$ cat config.mk
export PLATFORM = sky130hd
export DESIGN_NAME = addr_byte_counter
export DESIGN_NICKNAME = d
export VERILOG_FILES = /design/src/rtl/addr_cnt_pkg.sv /design/src/rtl/addr_cnt_incr.sv /design/src/rtl/addr_cnt_lane.sv /design/src/rtl/addr_byte_counter.sv
export SDC_FILE = /design/constraint.sdc
export NUM_CORES = 1
export LEC_CHECK = 0
export BUFFER_PORTS_ARGS = -buffer_cell sky130_fd_sc_hd__clkbuf_2
export CAP_MARGIN = 10
export CELL_PAD_IN_SITES_DETAIL_PLACEMENT = 0
export CELL_PAD_IN_SITES_GLOBAL_PLACEMENT = 1
export CORE_MARGIN = 10
export CORE_UTILIZATION = 37
export CTS_CLUSTER_SIZE = 12
export DETAILED_ROUTE_END_ITERATION = 16
export PLACE_DENSITY_LB_ADDON = 0.2
export SYNTH_ARGS = -nofsm -noshare
export SYNTH_HDL_FRONTEND = slang
export SYNTH_HIERARCHICAL = 1
export SYNTH_SLANG_ARGS = --single-unit
$ cat constraint.sdc
create_clock -name clk -period 2.2 [get_ports clk]
set_input_delay 0.22 -clock clk [delete_from_list [all_inputs] [get_ports clk]]
set_output_delay 0.22 -clock clk [all_outputs]
set_load 0.05 [all_outputs]
$ cat src/rtl/addr_cnt_pkg.sv
package addr_cnt_pkg;

   // Incrementer variants selectable per instance
   typedef enum logic [0:0] {
      INC_ADDER     = 1'b0,   // single full-width +1 adder
      INC_SEGMENTED = 1'b1    // cascaded narrow counter segments
   } inc_style_e;

   // Number of bytes that make up one address word
   localparam int unsigned LANES_PER_WORD = 2;

endpackage

$ cat src/rtl/addr_cnt_incr.sv
module addr_cnt_incr
   import addr_cnt_pkg::*;
#(
   parameter int unsigned W      = 16,
   parameter int unsigned SEG_W  = 4,
   parameter inc_style_e  STYLE  = INC_SEGMENTED
) (
   input  logic [W-1:0] a_i,
   output logic [W-1:0] y_o
);
   localparam int unsigned NUM_SEG = W / SEG_W;

   if (STYLE == INC_ADDER) begin : g_adder
      assign y_o = a_i + {{(W-1){1'b0}}, 1'b1};
   end else begin : g_segmented
      if ((W % SEG_W) != 0) begin : g_bad_seg
         $error("addr_cnt_incr: W must be a multiple of SEG_W");
      end
      logic [NUM_SEG:0] carry;
      assign carry[0] = 1'b1;
      for (genvar s = 0; s < NUM_SEG; s++) begin : g_seg
         logic [SEG_W-1:0] seg;
         assign seg = a_i[s*SEG_W +: SEG_W];
         assign y_o[s*SEG_W +: SEG_W] = seg + {{(SEG_W-1){1'b0}}, carry[s]};
         assign carry[s+1] = carry[s] & (&seg);
      end
   end

endmodule

$ cat src/rtl/addr_cnt_lane.sv
module addr_cnt_lane #(
   parameter int unsigned      W       = 8,
   parameter logic [W-1:0]     RST_VAL = '0
) (
   input  logic         clk,
   input  logic         rst_n,
   input  logic         load_any_i,   // a load targets some lane this cycle
   input  logic         load_here_i,  // the load targets this lane
   input  logic         inc_en_i,
   input  logic [W-1:0] data_i,
   input  logic [W-1:0] inc_slice_i,  // this lane's part of value+1
   output logic [W-1:0] q_o
);

   always_ff @(posedge clk or negedge rst_n) begin
      if (!rst_n) begin
         q_o <= RST_VAL;
      end else if (load_any_i) begin
         if (load_here_i) q_o <= data_i;
      end else if (inc_en_i) begin
         q_o <= inc_slice_i;
      end
   end

endmodule

$ cat src/rtl/addr_byte_counter.sv
module addr_byte_counter
   import addr_cnt_pkg::*;
#(
   parameter int unsigned          DATA_W      = 8,
   parameter int unsigned          SEG_W       = 4,
   parameter inc_style_e           INC_STYLE   = INC_SEGMENTED,
   parameter logic [2*DATA_W-1:0]  RESET_VALUE = '0
) (
   input  logic                  clk,
   input  logic                  rst_n,
   input  logic                  inc_en,
   input  logic                  load_en,
   input  logic                  hi_sel,
   input  logic [DATA_W-1:0]     data_i,
   input  logic                  drive_en,
   output logic [2*DATA_W-1:0]   value_o,
   output logic                  addr_oe,
   output logic [2*DATA_W-1:0]   addr_o
);
   localparam int unsigned LANES  = LANES_PER_WORD;
   localparam int unsigned ADDR_W = LANES * DATA_W;

   if (DATA_W < 1) begin : g_bad_width
      $error("addr_byte_counter: DATA_W must be at least 1");
   end
   if (SEG_W < 1 || SEG_W > ADDR_W) begin : g_bad_seg
      $error("addr_byte_counter: SEG_W out of range");
   end

   logic [ADDR_W-1:0] incremented;

   addr_cnt_incr #(
      .W     (ADDR_W),
      .SEG_W (SEG_W),
      .STYLE (INC_STYLE)
   ) u_incr (
      .a_i (value_o),
      .y_o (incremented)
   );

   for (genvar g = 0; g < LANES; g++) begin : g_lane
      logic sel;
      assign sel = (g == 0) ? ~hi_sel : hi_sel;

      addr_cnt_lane #(
         .W       (DATA_W),
         .RST_VAL (RESET_VALUE[g*DATA_W +: DATA_W])
      ) u_lane (
         .clk         (clk),
         .rst_n       (rst_n),
         .load_any_i  (load_en),
         .load_here_i (load_en & sel),
         .inc_en_i    (inc_en),
         .data_i      (data_i),
         .inc_slice_i (incremented[g*DATA_W +: DATA_W]),
         .q_o         (value_o[g*DATA_W +: DATA_W])
      );
   end

   assign addr_oe = drive_en;
   assign addr_o  = drive_en ? value_o : '0;

endmodule

==> impl_metrics.py <==
metrics = {
    "worst_setup_path": {
        "cp.arrival_ps": 1990,
        "critPathRequiredTime_ps": 2420,
        "startpoint_type": "flop",
        "endpoint_kind": "flop",
        "path_class": "flop to flop",
        "cp_max_fo": 7,
    },
    "timing": {
        "tightest_slew_ps": 548.8,
        "setup_slack_ps": 426.6,
        "slew_headroom_pct": 63.41,
        "tns_ps": 0,
        "fmax_mhz": 563.9,
        "period_share_pct": 80.61,
        "fin_skew_ps": 4.038,
        "finalHoldViolations": 0,
        "min_period_ps": 1773,
        "slew_violations": 0,
        "rsz0062_at_grt": "false",
        "setup_viol_count_final": 0,
    },
    "logic_synthesis": {
        "yosysWarningCount": 6,
        "synth_area_leaders": "mux2i_1 (37%), dfrtp_1 (31%), and2_2 (6.9%), ha_1 (6.7%), buf_6 (4.3%)",
        "synth_nets": 137,
        "synth-seq-cells": 16,
        "yosysTopAreaCellShare_pct": 36.85,
        "synth.largest_area_cell": "mux2i_1",
        "yosys.cell_types.count": 17,
        "netlist_instances": 116,
        "synth_most_common_cell": "mux2i_1",
        "synth_common_cells": "mux2i_1 (48), dfrtp_1 (16), and2_2 (12), ha_1 (7)",
        "async_reset_ff_share_pct": 100.0,
        "netlist_area_sq_mm": 0.001304,
        "yosys_most_used_dff": "dfrtp_1",
        "syn_area_per_cell_sq_um": 11.24,
        "synth_edf_count": 0,
        "ys_seq_area_share_pct": 30.71,
    },
    "finish": {
        "n_antenna_cell": 0,
        "largest_register": "g_lane.u_lane/q_o",
        "fin_cells": 206,
        "largest_register_ff_count": 16,
        "layout-drive-gt1-share_pct": 40.63,
        "finish.utilization_pct": 46.54,
        "final_nets": 183,
        "largest_registers": "g_lane.u_lane/q_o: 16 flops",
        "area_delta_synth_final_pct": 20.06,
    },
    "cts": {
        "clock_sinks": 16,
        "htree_levels": 1,
        "clk_pin_slew_ps": 100,
        "cts_max_path_buffers": 2,
        "clockRootBuffer": "clkbuf_4",
        "cts_tree": "built",
        "cts_buffers": 3,
        "insertion_delay_ps": 290,
    },
    "die": {
        "rows": 21,
        "die_y_microns": 79.36,
        "num_io_pins": 47,
        "fp.coreArea_sq_mm": 0.003363,
        "start_util_pct": 38.76,
        "dieArea_sq_mm": 0.006298,
        "die_w_microns": 79.36,
    },
    "global_routing": {
        "grt_usage_pct": 10.25,
        "grt_max_degree": 18,
        "grt_overflow": 0,
        "grt_pass1_vias": 1043,
        "antenna_found_initial": 0,
        "grt_pass1_wl_microns": 5188,
    },
    "routing": {
        "routedWlPerCell_microns": 15.79,
        "vias_per_cell": 4.942,
        "drc": 0,
        "wl_microns": 3252,
        "drtAntennaViolNets": 0,
        "dr.pass1.iters": 4,
        "via_count": 1018,
        "drt_iter0_drc": 42,
    },
    "placement": {
        "post-place-ws_ps": 432.5,
        "dp_hpwl_microns": 2479,
        "io_buffers": 46,
        "dp.cells": 202,
        "gp_congestion": 0.7446,
    },
    "job": {
        "maxCapViolCount": 0,
    },
    "pwr": {
        "power_density_mw_per_mm2": 1501,
        "vdd_ir_drop_max_v": 0.0006726,
        "seq_power_share_pct": 28.3,
        "power_leakage_nw": 0.8319,
        "power_switching_mw": 1.417,
        "pwr-share-clk_pct": 6.8,
        "combPwrFrac_pct": 64.8,
        "p_sw_share_pct": 60.31,
        "p_int_mw": 0.9326,
    },
    "outcome": {
        "status": "finished clean",
    },
    "worst_hold_path": {
        "hold_path.class": "input pin to flop",
    },
}
==> logic make-up (layout without fill, tap and decap cells) <==
group	count (synthesis)	after routing	share of synthesized area [%]
AND/OR/NAND/NOR	27	27	14.11
buffers and inverters	10	54	6.238
flip-flops	16	16	30.71
adder cells (fa/ha/maj)	7	7	6.718
XOR/XNOR	8	8	5.374
multiplexers	48	48	36.85
==> timing repair <==
action / in CTS / in global routing
hold endpoints to repair: 16 / 0
buffers inserted: 0 / 0
hold buffers: 1 / 0
endpoints found under the setup margin: 0 / 0
gates resized for setup: 0 / 0
==> cell usage in the layout, fill, tap and decap left out <==
cell,n
ha_1,7
nand3_2,1
nand3_1,4
nor2b_1,1
nand4_1,2
dfrtp_1,16
nor2_1,1
buf_4,2
and2_1,5
clkbuf_4,3
inv_1,2
xor2_1,4
mux2i_1,48
nor3_2,1
and2_2,12
clkbuf_2,46
dlygate4sd3_1,1
xnor2_1,4
==> metal layers <==
metal  vias up  routed length (microns)  track usage [%]
li1        497                        -                -
met1       493                     1542            13.26
met2        26                     1495            15.82
met3         2                      198            3.153
met4         0                       16            3.226
met5         -                        0                0
==> layout make-up <==
cell class	count	area [sq um]
inverters	2	7.507
fillers	365	1798
clock buffers	3	22.52
flip-flops and latches	16	400.4
well taps	46	57.56
repair buffers	49	255.2
multi-input cells	90	822.0
==> worst max-delay path, stage by stage (launching register included) <==
cell and delay, ps:
dfrtp_1 450, ha_1 230, nand3_2 120, nor3_2 200
ha_1 190, ha_1 160, xor2_1 140, mux2i_1 90
mux2i_1 140
==> worst paths after layout <==
| check | startpoint | end | slack [ps] | cells after the start |
|---|---|---|---|---|
| setup reg to reg | g_lane[0].u_lane/q_o[0] | g_lane[1].u_lane/q_o[6] | 430 | 8 |
| hold reg to reg | g_lane[1].u_lane/q_o[7] | g_lane[1].u_lane/q_o[7] | 680 | 2 |
| hold / removal | data_i[3] | g_lane[0].u_lane/q_o[3] | 240 | 3 |
| setup / recovery | g_lane[0].u_lane/q_o[0] | g_lane[1].u_lane/q_o[6] | 430 | 8 |
| max in group asynchronous | rst_n | g_lane[1].u_lane/q_o[3] | 1480 | 2 |
| min in group asynchronous | rst_n | g_lane[1].u_lane/q_o[5] | 400 | 2 |
==> power by group through the flow <==
stage          registers, mW  logic (mW)  clock network (mW)
3_5_place_dp           0.674        1.55                   0
3_3_place_gp           0.661        1.53                   0
5_1_grt                0.703        1.63               0.180
4_1_cts                0.668        1.55               0.170
2_1_floorplan           1.11       0.742                   0
6_report               0.666        1.52               0.161
==> per-stage QoR <==
step,power (mW),cell area (sq um),hold slack [ps]
5_1_grt,2.512,1565,269.1
3_3_place_gp,2.194,1533,190.6
2_1_floorplan,1.855,1304,-75.59
6_report,2.350,1565,242.2
4_1_cts,2.388,1565,241.0
3_5_place_dp,2.220,1533,193.5
Note: power is estimated with default switching activity, not from simulation.
